File: config.mk
export PLATFORM = sky130hd
export DESIGN_NAME = gpio_irq_ctrl
export DESIGN_NICKNAME = d
export VERILOG_FILES = /design/src/rtl/gpio_pkg.sv /design/src/rtl/gpio_sync.sv /design/src/rtl/gpio_regfile.sv /design/src/rtl/gpio_trig_detect.sv /design/src/rtl/gpio_status.sv /design/src/rtl/gpio_irq_ctrl.sv
export SDC_FILE = /design/constraint.sdc
export NUM_CORES = 1
export LEC_CHECK = 0
export CORE_MARGIN = 4
export CORE_UTILIZATION = 43
export CTS_BUF_LIST = sky130_fd_sc_hd__clkbuf_8 sky130_fd_sc_hd__clkbuf_16
export DETAILED_ROUTE_END_ITERATION = 10
export GPL_ROUTABILITY_DRIVEN = 0
export GPL_TIMING_DRIVEN = 0
export SYNTH_ARGS = -nofsm -noshare
export SYNTH_HDL_FRONTEND = slang
export SYNTH_SLANG_ARGS = --single-unit
File: constraint.sdc
create_clock -name clk -period 6.8 [get_ports clk]
set_input_delay 2.04 -clock clk [delete_from_list [all_inputs] [get_ports clk]]
set_output_delay 2.04 -clock clk [all_outputs]
set_load 0.02 [all_outputs]
File: src/rtl/gpio_pkg.sv
package gpio_pkg;
   // register pair indices (word address >> 1)
   localparam int PAIR_DATA = 0;
   localparam int PAIR_DIR  = 1;
   localparam int PAIR_EN   = 2;
   localparam int PAIR_TYP  = 3;
   localparam int PAIR_STAT = 4;
   localparam int NUM_PAIRS = 5;
   // first option word address, one word per group of ports
   localparam int OPT_BASE  = 10;
   localparam int GRP_PORTS = 8;
endpackage

File: src/rtl/gpio_sync.sv
module gpio_sync #(
   parameter int W      = 24,
   parameter int STAGES = 2
) (
   input  logic         clk,
   input  logic         rst_n,
   input  logic [W-1:0] d,
   output logic [W-1:0] q
);
   logic [W-1:0] chain [STAGES];

   generate
      if (STAGES < 2) begin : g_bad_stages
         $error("gpio_sync needs at least two stages");
      end
      for (genvar s = 0; s < STAGES; s++) begin : g_stage
         if (s == 0) begin : g_first
            always_ff @(posedge clk or negedge rst_n) begin
               if (!rst_n) chain[0] <= '0;
               else        chain[0] <= d;
            end
         end else begin : g_next
            always_ff @(posedge clk or negedge rst_n) begin
               if (!rst_n) chain[s] <= '0;
               else        chain[s] <= chain[s-1];
            end
         end
      end
   endgenerate

   assign q = chain[STAGES-1];
endmodule

File: src/rtl/gpio_regfile.sv
module gpio_regfile
   import gpio_pkg::*;
#(
   parameter int NUM_PORTS = 24,
   parameter int BUS_W     = 16,
   parameter int ADDR_W    = 4
) (
   input  logic                 clk,
   input  logic                 rst_n,
   input  logic                 bus_en,
   input  logic                 bus_wr,
   input  logic [ADDR_W-1:0]    bus_addr,
   input  logic [BUS_W-1:0]     bus_wdata,
   output logic [BUS_W-1:0]     bus_rdata,
   input  logic [NUM_PORTS-1:0] pin_lvl,
   input  logic [NUM_PORTS-1:0] stat,
   output logic [NUM_PORTS-1:0] out_q,
   output logic [NUM_PORTS-1:0] dir_q,
   output logic [NUM_PORTS-1:0] en_q,
   output logic [NUM_PORTS-1:0] typ_q,
   output logic [NUM_PORTS-1:0] pol_o,
   output logic [NUM_PORTS-1:0] both_o,
   output logic [NUM_PORTS-1:0] clr
);
   localparam int HI_W  = NUM_PORTS - BUS_W;
   localparam int NGRP  = (NUM_PORTS + GRP_PORTS - 1) / GRP_PORTS;
   localparam int OPT_W = 2 * GRP_PORTS;

   logic [OPT_W-1:0] opt_q [NGRP];
   logic             wr;
   logic             hi;
   int               pair;
   int               adr;

   assign wr   = bus_en & bus_wr;
   assign hi   = bus_addr[0];
   assign pair = int'(bus_addr[ADDR_W-1:1]);
   assign adr  = int'(bus_addr);

   function automatic logic [NUM_PORTS-1:0] merge_word(
      input logic [NUM_PORTS-1:0] old,
      input logic                 upper,
      input logic [BUS_W-1:0]     d);
      logic [NUM_PORTS-1:0] r;
      r = old;
      if (upper) r[NUM_PORTS-1:BUS_W] = d[HI_W-1:0];
      else       r[BUS_W-1:0]         = d;
      return r;
   endfunction

   function automatic logic [BUS_W-1:0] pick_word(
      input logic [NUM_PORTS-1:0] v,
      input logic                 upper);
      if (upper) return BUS_W'(v[NUM_PORTS-1:BUS_W]);
      return v[BUS_W-1:0];
   endfunction

   // plain read/write registers
   always_ff @(posedge clk or negedge rst_n) begin
      if (!rst_n) begin
         out_q <= '0;
         dir_q <= '0;
         en_q  <= '0;
         typ_q <= '0;
      end else if (wr) begin
         if (pair == PAIR_DATA) out_q <= merge_word(out_q, hi, bus_wdata);
         if (pair == PAIR_DIR)  dir_q <= merge_word(dir_q, hi, bus_wdata);
         if (pair == PAIR_EN)   en_q  <= merge_word(en_q,  hi, bus_wdata);
         if (pair == PAIR_TYP)  typ_q <= merge_word(typ_q, hi, bus_wdata);
      end
   end

   // trigger option words, one per group of ports
   always_ff @(posedge clk or negedge rst_n) begin
      if (!rst_n) begin
         for (int g = 0; g < NGRP; g++) opt_q[g] <= '0;
      end else begin
         for (int g = 0; g < NGRP; g++)
            if (wr && adr == OPT_BASE + g) opt_q[g] <= bus_wdata[OPT_W-1:0];
      end
   end

   // write-one-to-clear pulse toward the status register
   always_comb begin
      clr = '0;
      if (wr && pair == PAIR_STAT) clr = merge_word('0, hi, bus_wdata);
   end

   // per-port fan-out of the shared option words
   generate
      for (genvar p = 0; p < NUM_PORTS; p++) begin : g_opt
         assign pol_o[p]  = opt_q[p / GRP_PORTS][p % GRP_PORTS];
         assign both_o[p] = opt_q[p / GRP_PORTS][(p % GRP_PORTS) + GRP_PORTS];
      end
   endgenerate

   // read mux
   always_comb begin
      bus_rdata = '0;
      if (pair == PAIR_DATA)      bus_rdata = pick_word(pin_lvl, hi);
      else if (pair == PAIR_DIR)  bus_rdata = pick_word(dir_q, hi);
      else if (pair == PAIR_EN)   bus_rdata = pick_word(en_q, hi);
      else if (pair == PAIR_TYP)  bus_rdata = pick_word(typ_q, hi);
      else if (pair == PAIR_STAT) bus_rdata = pick_word(stat, hi);
      else begin
         for (int g = 0; g < NGRP; g++)
            if (adr == OPT_BASE + g) bus_rdata = BUS_W'(opt_q[g]);
      end
   end
endmodule

File: src/rtl/gpio_trig_detect.sv
module gpio_trig_detect #(
   parameter int NUM_PORTS = 24,
   parameter int WARM      = 3
) (
   input  logic                 clk,
   input  logic                 rst_n,
   input  logic [NUM_PORTS-1:0] lvl,
   input  logic [NUM_PORTS-1:0] dir,
   input  logic [NUM_PORTS-1:0] typ,
   input  logic [NUM_PORTS-1:0] pol,
   input  logic [NUM_PORTS-1:0] both,
   output logic [NUM_PORTS-1:0] set
);
   logic [NUM_PORTS-1:0] prev_q;
   logic [WARM-1:0]      warm_q;
   logic                 live;

   always_ff @(posedge clk or negedge rst_n) begin
      if (!rst_n) begin
         prev_q <= '0;
         warm_q <= '0;
      end else begin
         prev_q <= lvl;
         warm_q <= {warm_q[WARM-2:0], 1'b1};
      end
   end

   assign live = warm_q[WARM-1];

   generate
      if (WARM < 2) begin : g_bad_warm
         $error("gpio_trig_detect warm-up must span at least two cycles");
      end
      for (genvar p = 0; p < NUM_PORTS; p++) begin : g_port
         logic rise, fall, edge_hit, lvl_hit;
         assign rise     = lvl[p] & ~prev_q[p];
         assign fall     = ~lvl[p] & prev_q[p];
         assign edge_hit = both[p] ? (rise | fall) : (pol[p] ? rise : fall);
         assign lvl_hit  = pol[p] ? lvl[p] : ~lvl[p];
         assign set[p]   = live & ~dir[p] & (typ[p] ? edge_hit : lvl_hit);
      end
   endgenerate
endmodule

File: src/rtl/gpio_status.sv
module gpio_status #(
   parameter int NUM_PORTS = 24
) (
   input  logic                 clk,
   input  logic                 rst_n,
   input  logic [NUM_PORTS-1:0] set,
   input  logic [NUM_PORTS-1:0] clr,
   input  logic [NUM_PORTS-1:0] en,
   output logic [NUM_PORTS-1:0] stat_q,
   output logic                 irq_q
);
   always_ff @(posedge clk or negedge rst_n) begin
      if (!rst_n) begin
         stat_q <= '0;
         irq_q  <= 1'b0;
      end else begin
         // a new event in the same cycle as its clear wins
         stat_q <= (stat_q & ~clr) | set;
         irq_q  <= |(stat_q & en);
      end
   end
endmodule

File: src/rtl/gpio_irq_ctrl.sv
module gpio_irq_ctrl
   import gpio_pkg::*;
#(
   parameter int NUM_PORTS   = 24,
   parameter int BUS_W       = 16,
   parameter int ADDR_W      = 4,
   parameter int SYNC_STAGES = 2
) (
   input  logic                 clk,
   input  logic                 rst_n,
   input  logic                 reg_en,
   input  logic                 reg_wr,
   input  logic [ADDR_W-1:0]    reg_addr,
   input  logic [BUS_W-1:0]     reg_wdata,
   output logic [BUS_W-1:0]     reg_rdata,
   input  logic [NUM_PORTS-1:0] pin_in,
   output logic [NUM_PORTS-1:0] pin_out,
   output logic [NUM_PORTS-1:0] pin_oe,
   output logic                 irq
);
   localparam int NGRP = (NUM_PORTS + GRP_PORTS - 1) / GRP_PORTS;
   localparam int WARM = SYNC_STAGES + 1;

   generate
      if (NUM_PORTS <= BUS_W || NUM_PORTS > 2 * BUS_W) begin : g_bad_ports
         $error("NUM_PORTS must need exactly two bus words");
      end
      if (BUS_W < 2 * GRP_PORTS) begin : g_bad_bus
         $error("bus too narrow for an option word");
      end
      if (OPT_BASE + NGRP > (1 << ADDR_W) || 2 * NUM_PAIRS > OPT_BASE) begin : g_bad_addr
         $error("address map does not fit");
      end
   endgenerate

   logic [NUM_PORTS-1:0] lvl_s;
   logic [NUM_PORTS-1:0] out_q, dir_q, en_q, typ_q, pol_v, both_v, clr_v;
   logic [NUM_PORTS-1:0] set_v, stat_q;
   logic                 irq_q;

   gpio_sync #(.W(NUM_PORTS), .STAGES(SYNC_STAGES)) u_sync (
      .clk(clk), .rst_n(rst_n), .d(pin_in), .q(lvl_s));

   gpio_regfile #(.NUM_PORTS(NUM_PORTS), .BUS_W(BUS_W), .ADDR_W(ADDR_W)) u_regs (
      .clk(clk), .rst_n(rst_n),
      .bus_en(reg_en), .bus_wr(reg_wr), .bus_addr(reg_addr),
      .bus_wdata(reg_wdata), .bus_rdata(reg_rdata),
      .pin_lvl(lvl_s), .stat(stat_q),
      .out_q(out_q), .dir_q(dir_q), .en_q(en_q), .typ_q(typ_q),
      .pol_o(pol_v), .both_o(both_v), .clr(clr_v));

   gpio_trig_detect #(.NUM_PORTS(NUM_PORTS), .WARM(WARM)) u_det (
      .clk(clk), .rst_n(rst_n), .lvl(lvl_s), .dir(dir_q), .typ(typ_q),
      .pol(pol_v), .both(both_v), .set(set_v));

   gpio_status #(.NUM_PORTS(NUM_PORTS)) u_stat (
      .clk(clk), .rst_n(rst_n), .set(set_v), .clr(clr_v), .en(en_q),
      .stat_q(stat_q), .irq_q(irq_q));

   assign pin_out = out_q;
   assign pin_oe  = dir_q;
   assign irq     = irq_q;
endmodule

* After elaboration in Yosys (flattened, before gate mapping) *
Index checks and enable logic that the tools add are counted.

cells by class
  $add $sub $neg = 0
  $mul = 0
  div/mod/pow operators = 0
  magnitude comparators = 0
  eq/ne operators = 7
  shifts and indexed selects = 0
  multiplexer cells = 133
  bitwise gates (word level) = 198
  reduce and logical (&&, ||, !) cells = 14

operators with widths
  kind                                                             number
  16-bit 2-to-1 mux                                                19
  1-bit 2-to-1 mux                                                 112
  1-bit bitwise AND                                                97
  1-bit NOT                                                        73
  24-bit bitwise AND                                               2
  32-bit logical NOT                                               1
  24-bit 2-to-1 mux                                                1
  24-bit NOT                                                       1
  1-bit OR                                                         24
  24-bit OR                                                        1
  3-bit AND reduction                                              8
  24-bit OR reduction                                              1
  3-bit == test, second input constant                             3
  4-bit == test, second input constant                             2
  8-bit 2-to-1 mux                                                 1
  4-bit by 3-bit == test with 1-bit output, second input constant  1
  1-bit logical AND                                                4
  3-bit by 2-bit == test with 1-bit output, second input constant  1

storage, ports and cells
  bits in registers = 244
  latch bits = 0
  RAM bits = 0
  ROM bits = 0
  input bits = 48
  output and inout port bits = 65
  word-level logic and storage cells = 369
  memories = 0

* Logic depth before layout (Yosys ltp) *
Gate-level depths: netlist (run 1).

  depth after elaboration = 12
  gate-level depth with buffers = 8
  gate-level depth less buffers = 6

* By module *
A second synthesis (run 1) with hierarchy kept.

second synthesis, totals
  cells, all modules = 1005
  area, all modules = 12290.5 um^2

modules (own cells, without submodules)
  module            times used  cells each  area an instance (um^2)
  gpio_regfile      1           550         7223.2
  gpio_trig_detect  1           294         2668.8
  gpio_sync         1           72          1381.3
  gpio_status       1           89          1017.2

* Least setup slack after synthesis (run 1) *
Ideal clock, no wire load.

  path kind = input -> output
  start point = input reg_addr[1]
  end point = output reg_rdata[10]
  arrival = 3.374 ns
  setup slack = 1.386 ns
  stages on the path = 6
  cells stage by stage = buf_4 -> buf_2 -> buf_2 -> o21a_1 -> o21ai_0 -> o21ai_0

between the ends
  cells in the longest elaborated chain, start to end = 9

RTL lines
  element                         line                 text
  start: declaration              gpio_irq_ctrl.sv:13  input logic [ADDR_W-1:0] reg_addr,
  4-bit == test                   gpio_regfile.sv:107  if (adr == OPT_BASE + g) bus_rdata = BUS_W'(opt_q[g]);
  16-bit 2-to-1 mux (3 in a row)  gpio_regfile.sv:107
  16-bit 2-to-1 mux               gpio_regfile.sv:104  else if (pair == PAIR_STAT) bus_rdata = pick_word(stat, hi);
  16-bit 2-to-1 mux               gpio_regfile.sv:103  else if (pair == PAIR_TYP) bus_rdata = pick_word(typ_q, hi);
  16-bit 2-to-1 mux               gpio_regfile.sv:102  else if (pair == PAIR_EN) bus_rdata = pick_word(en_q, hi);
  16-bit 2-to-1 mux               gpio_regfile.sv:101  else if (pair == PAIR_DIR) bus_rdata = pick_word(dir_q, hi);
  16-bit 2-to-1 mux (*)           gpio_regfile.sv:100  if (pair == PAIR_DATA) bus_rdata = pick_word(pin_lvl, hi);
  end: declaration                gpio_irq_ctrl.sv:15  output logic [BUS_W-1:0] reg_rdata,

Every way passes the cells marked *; elsewhere a longest branch is shown, timed or not.

* Final worst setup path (run 1) *
  start point = input reg_addr[2]
  end point = output reg_rdata[6]

Same word-level chain as after synthesis.

==> summary.md, run 1 <==
| Metric | Value |
|---|---|
| Commonest cells post-synth | dfrtp_1, mux2_2, o21ai_0, nand2_1, inv_1 |
| Area growth, synth to finish | 21.7% |
| Grt peak-use layer | met2 |
| Aggregate global-route resource usage | 23.0% |
| Crit-path leading delay family | buffers and inverters |
| Dpl ws | -0.322 ns |
| Async set or reset register ratio after synthesis | 100% |
| Unrepaired setup endpoints after global routing | false |
| Crit path DAT | 4.69 ns |
| Largest cells by area after synthesis | dfrtp_1, mux2_2, ha_1 |
| Worst setup margin | 0.0740 ns |
| CP peak stage delay | 0.59 ns |
| Power density cells | 291 mW/mm^2 |
| Net total in the final layout | 1,245 |
| Starting density of the core | 43.6% |
| ANT cells | 0 |
| Layout cells sized above 1 | 20.6% |
| M3 GR Usage | 5.07% |
| Number of synthesized flops with an enable pin | 0 |
| Clock Skew | 0.0155 ns |
| Hold_buf cts | 0 |
| Post-synth top area share | 52.1% |
| Most common cell in the netlist | dfrtp_1 |
| Max-slew violations | 0 |
| Synthesized instance count | 1,007 |
| VDD IR max | 0.197 mV |
| # resized after CTS | 4 |
| Initial antenna violation count | 0 |
| Crit start category | input port |
| Syn_nets | 1,103 |
| Grt total ovfl | 0 |
| Post-route ant nets | 0 |
| Synthesized area | 0.0117 sq mm |
| TritonCTS Buffers | 28 |
| Initial DRC Count | 632 |
| Critical Path RT | 4.76 ns |
| Hold Crit Class | reg2reg |
| Fmax | 149 MHz |
| Largest net degree at the start of global routing | 112 |
| Clk pwr share | 36.0% |
| Die area | 0.0300 sq mm |
| Final core utilization | 53.1% |
| # IOs | 113 |
| Final Non-Filler Cells | 1,512 |
| DPL Wire Length | 24,300 um |
| Worst-path clk slew | 0.06 ns |
| Global routing usage on met2 | 36.7% |
| Slowest CP cell | clkdlybuf4s50_1 |
| Internal | 2.95 mW |
| CP Max Fanout | 10 |
| Die Wd | 173 um |
| Met1 global-route usage | 32.0% |
| Clock Path Buffers | 3 |
| Seq cells post-synth | 244 |
| CP Cell Sequence | clkdlybuf4s50_1, buf_4, buf_2, buf_4, a21oi_1, o221ai_1, o2111ai_1, clkdlybuf4s50_1 |
| Avg WL per Cell | 23.2 um |
| Most used DFF post-synth | dfrtp_1 |
| Clock root cell | clkbuf_16 |
| DRT Wirelength | 35,000 um |
| Sw Share | 28.9% |
| Minimum clock period | 6.73 ns |
| Sw Pwr | 1.20 mW |
| DRC viols | 0 |
| Max Cap Violations | 0 |
| # rows | 60 |
| Buffer and inverter count on the worst path | 5 |
| P_leak | 6.49 nW |
| Via count | 8,559 |
| Core Area | 0.0269 sq mm |
| Final hold vios | 0 |
| Worst slew pin tran | 0.882 ns |
| Type of destination of the critical path | output port |
| Vias in the first global route | 8,460 |
| Reg power frac | 45.3% |
| Final setup viols | 0 |
| Sequential share of the synthesized area | 52.1% |
| Hold Worst Slack | 0.344 ns |
| Slew margin rel. | 41.1% |
| Die height | 173 um |
| I/O Buffers | 110 |
| Clock sinks | 244 |
| Worst setup path class | in2out |
| Maximum level of the CTS H-tree | 1 |
| Mean Syn Cell Area | 11.6 sq um |
| Netlist cell types | 49 |
| Final period utilization | 98.9% |
| Vias per cell | 5.66 |
| Placed cell count | 1,460 |
| Yosys top cell by area | dfrtp_1 |
| Ys Warns | 0 |
| Combinational Power Share | 18.7% |
| Postcts setup bufs | 0 |
| CTS tree | yes |
| Status | finished clean |
| Clock latency on the worst-skew pair | 0.54 ns |
| First-pass GRT wire length | 53,200 um |
| First-pass detailed-route iteration total | 5 |
-- kinds of logic after synthesis --
kind of cell / count (synthesis) / synth area share [%]
compound gates: 225 / 12.7
xor+xnor: 24 / 1.79
fa+ha+maj: 48 / 5.12
buf+inv: 110 / 4.16
flops: 244 / 52.1
mux: 171 / 16.2
other cells: 1 / 0.0320
simple gates: 184 / 8.00
-- power by group through the flow --
stage / combinational, mW / sequential (mW) / clock [mW]
after floorplan: 0.413 / 1.88 / 0
after global placement: 0.760 / 1.90 / 0
after detailed placement: 0.776 / 1.90 / 0
after CTS: 0.780 / 1.88 / 1.52
after global routing: 0.851 / 1.91 / 1.58
final: 0.776 / 1.88 / 1.50
-- sequential cells by signal, summed over array words and instances, names as in the netlist --
name and flops:
u_stat.stat_q 24, u_sync.q 24, u_regs.pol_o 24, u_regs.typ_q 24, u_stat.irq_q 1, u_regs.both_o 24
u_regs.out_q 24, u_det.prev_q 24, u_det.warm_q 3, u_regs.dir_q 24, u_sync.chain 24, u_regs.en_q 24
-- metal layers --
metal / vias to the layer above / routed length (um)
met5: - / 0
met4: 0 / 946
met3: 66 / 2630
met2: 309 / 16200
met1: 4314 / 15300
li1: 3870 / -
-- layout make-up --
type                    count  area, sq um
fillers                  2383        12600
flip-flops and latches    244         6110
multi-input cells         653         5150
repair buffers            112         1160
clock buffers              37          836
well taps                 341          427
plain buffers              45          251
inverters                  65          244
clock inverters            15         97.6
-- path summary, 6_finish.rpt --
kind	from	endpoint	slack, ns	cells after the start
max in group asynchronous	rst_n	u_sync.q[9]	4.43	2
setup reg to reg	u_det.warm_q[2]	u_stat.stat_q[21]	5.16	3
min in group asynchronous	rst_n	u_sync.q[3]	1.44	1
hold reg to reg	u_sync.chain[44]	u_sync.q[20]	0.34	0
setup / recovery	reg_addr[2]	reg_rdata[6]	0.07	8
hold / removal	u_sync.chain[44]	u_sync.q[20]	0.34	0
-- layout by cell type, fill, tap and decap left out, types with 7 or more instances in the layout --
master / n
a32o_1: 8
nand2_1: 67
buf_4: 10
o2111ai_1: 7
nor2b_1: 22
a21oi_1: 30
dfrtp_1: 244
nor2_1: 28
nand2b_1: 25
clkbuf_8: 8
clkbuf_16: 29
buf_2: 21
a211o_1: 16
mux2_1: 11
o21ai_0: 86
inv_1: 68
o221a_2: 7
a2bb2oi_1: 9
a31oi_1: 17
clkinv_2: 9
o211ai_1: 9
nand3_1: 17
mux2_2: 136
o221ai_1: 7
a22oi_1: 16
clkdlybuf4s50_1: 109
mux2i_1: 24
xor2_1: 24
ha_1: 48
clkbuf_1: 8
-- metrics by stage --
| stage | power (mW) | area, sq um | TNS [ns] |
|---|---|---|---|
| floorplan | 2.29 | 11700 | 0 |
| global placement | 2.66 | 13300 | -1714.87 |
| finish | 4.15 | 14300 | 0 |
| global route | 4.34 | 14300 | 0 |
| CTS | 4.18 | 14300 | 0 |
| detailed placement | 2.68 | 13300 | -2.75 |
No activity file was read; power rests on OpenSTA's default activity.
==> inputs of run 2 (changes only) <==
SLEW_MARGIN = 10   (was default)
==> run 2 against run 1 <==
Flip-flop and latch count stayed put. Die area is the same. Utilization shrank 0.27 points. Sequential share of layout area increased by 0.21 points. Routed wire length fell by 0.29%. Global-route usage hardly changed. Cell count is 0.26% lower. Register-to-register slack about the same. Clock power down 6%. Clock-buffer cell count fell by 3. Critical endpoint is now reg_rdata[8]. Highest routed layer unchanged.
==> summary.md, run 2 (synthesized netlist as in run 1, its figures left out) <==
| Metric | Value |
|---|---|
| Status | finished clean |
| Area of the multi-input gates | 0.00515 sq mm (unchanged) |
| Vias in the first global route | 8,376 (-0.99%) |
| Clock root cell | clkbuf_16 |
| Hold Crit Class | reg2reg |
| # IOs | 113 (unchanged) |
| Minimum clock period | 6.75 ns (+0.0286 ns) |
| DPL Wire Length | 24,200 um (-0.40%) |
| Min-Delay Endpoint | u_sync.q[8] |
| Clock sinks | 244 (unchanged) |
| Net total in the final layout | 1,244 (-0.080%) |
| Die area | 0.0300 sq mm (unchanged) |
| Die Wd | 173 um (unchanged) |
| Initial antenna violation count | 1 (+1) |
| Reg2reg start | u_det.warm_q[2] |
| Register area | 0.00611 sq mm (unchanged) |
| CP Max Fanout | 10 (unchanged) |
| Max Cap Violations | 0 (unchanged) |
| Worst setup path class | in2out |
| Crit start category | input port |
| Slew margin rel. | 39.7% (-1.5 points) |
| Clock Skew | 0.0137 ns (-0.00179 ns) |
| CP startpoint | reg_addr[2] |
| DRT Wirelength | 34,900 um (-0.29%) |
| Final setup viols | 0 (unchanged) |
| Reg-to-Reg End | u_stat.stat_q[21] |
| Max-slew violations | 0 (unchanged) |
| Commonest non-fill, non-tap cell in the layout | dfrtp_1 |
| Slowest CP cell | clkdlybuf4s50_1 |
| Hold_sp | u_sync.chain[32] |
| Power density cells | 286 mW/mm^2 (-1.7%) |
| Vias per cell | 5.67 (+0.21%) |
| Grt total ovfl | 0 (unchanged) |
| TritonCTS Buffers | 27 (-3.6%) |
| CP Cell Sequence | clkdlybuf4s50_1, buf_4, buf_2, clkbuf_2, o21ai_0, a22oi_1, o21ai_0, clkdlybuf4s50_1 |
| CTS tree | yes |
| Fill cells | 2,438 (+2.3%) |
| Post-route ant nets | 0 (unchanged) |
| Die height | 173 um (unchanged) |
| CP peak stage delay | 0.60 ns (about the same) |
| I/O Buffers | 110 (unchanged) |
| Hold_buf cts | 0 (unchanged) |
| Core Area | 0.0269 sq mm (unchanged) |
| Area growth, synth to finish | 21.1% |
| Post-route total power | 4.06 mW (-2.1%) |
| Crit path DAT | 4.71 ns (+0.02 ns) |
| Finished Cell Area | 0.0142 sq mm (-0.50%) |
| First-pass detailed-route iteration total | 5 (unchanged) |
| DRC viols | 0 (unchanged) |
| VDD IR max | 0.164 mV (-17%) |
| Leading cell types in the layout, fill and taps excluded | dfrtp_1, mux2_2, clkdlybuf4s50_1 |
| P_leak | 6.47 nW (-0.32%) |
| # rows | 60 (unchanged) |
| Clock Path Buffers | 3 (unchanged) |
| Avg WL per Cell | 23.2 um (about the same) |
| Worst-path clk slew | 0.06 ns (about the same) |
| Starting density of the core | 43.6% (unchanged) |
| R2r setup slk | 5.17 ns (about the same) |
| Type of destination of the critical path | output port |
| Aggregate global-route resource usage | 23.0% (about the same) |
| First-pass GRT wire length | 53,000 um (-0.36%) |
| Clock latency on the worst-skew pair | 0.53 ns (about the same) |
| Final period utilization | 99.3% (+0.42 points) |
| Largest net degree at the start of global routing | 107 (-4.5%) |
| Worst slew pin tran | 0.904 ns (+0.0220 ns) |
| Initial DRC Count | 654 (+3.5%) |
| Worst hold stages | 0 (unchanged) |
| Layout cells sized above 1 | 20.1% (-0.51 points) |
| Via count | 8,554 (-0.058%) |
| Critical Path RT | 4.76 ns (about the same) |
| DP Area | 0.0133 sq mm (unchanged) |
| Maximum level of the CTS H-tree | 1 (unchanged) |
| Reg2Reg Depth | 3 (unchanged) |
| Final hold vios | 0 (unchanged) |
| Unrepaired setup endpoints after global routing | false |
| Fmax | 148 MHz (-0.42%) |
==> run 2: cell count changes in the layout (fill, tap and decap cells not counted) <==
cell / before / now
clkdlybuf4s50_1: 109 / 108
clkbuf_8: 8 / 7
diode_2: 0 / 1
clkinv_2: 9 / 5
clkbuf_16: 29 / 27
dlymetal6s2s_1: 0 / 1
inv_1: 68 / 70
==> run 2: timing repair <==
action                                  CTS  global route
resized for setup                         4             7
setup buffers                             0             0
endpoints found under the setup margin   16            13
==> run 2: through the flow <==
stage / setup slack (ns) / std cells / utilization, % / TNS (ns) / hold slack, ns
after floorplan: 1.39 / 1007 / - / 0 / 0.331
after global placement: -7.03 / 1458 / 49.3 / -1714.87 / 0.331
after detailed placement: -0.347 / 1460 / 49.5 / -3.34 / 0.335
after CTS: 0.0101 / 1507 / 52.8 / 0 / 0.348
after global routing: 0.000325 / 1507 / 52.8 / 0 / 0.350
final: 0.0454 / 1508 / 52.8 / 0 / 0.346
==> run 2: worst max path at each step <==
| stage | to | depth (start not counted) |
|---|---|---|
| after floorplan | reg_rdata[10] | 6 |
| after global placement | u_sync.chain[32] | 1 |
| after detailed placement | reg_rdata[6] | 7 |
| after CTS | reg_rdata[12] | 9 |
| after global routing | reg_rdata[8] | 8 |
| final | reg_rdata[8] | 8 |
==> run 2: worst max-delay path, delay by kind of cell <==
kind / cells / cell delay, ns
AO/OA/AOI/OAI: 3 / 0.55
buffers and inverters: 5 / 2.12
==> run 2: routing by layer <==
| layer | global-route usage (%) | part of all wire [%] |
|---|---|---|
| met3 | 5.79 | 7.7 |
| met1 | 32.0 | 44 |
| met4 | 6.48 | 2.7 |
| met2 | 36.0 | 46 |
| met5 | 0 | 0 |
==> run 2: cell type report <==
type                            instances  share of cell area [%]
Antenna cell                            1                  0.0176
Buffer                                 45                    1.77
Clock buffer                           34                    5.44
Clock inverter                         13                   0.599
Inverter                               65                    1.72
Multi-Input combinational cell        653                    36.3
Sequential cell                       244                    43.0
Tap cell                              341                    3.00
Timing Repair Buffer                  112                    8.20
==> run 2: where the power goes <==
group	internal, mW	switching, mW	total [mW]
Sequential	1.65	0.227	1.88
Clock	0.830	0.578	1.41
Combinational	0.406	0.370	0.776
Total	2.89	1.18	4.06
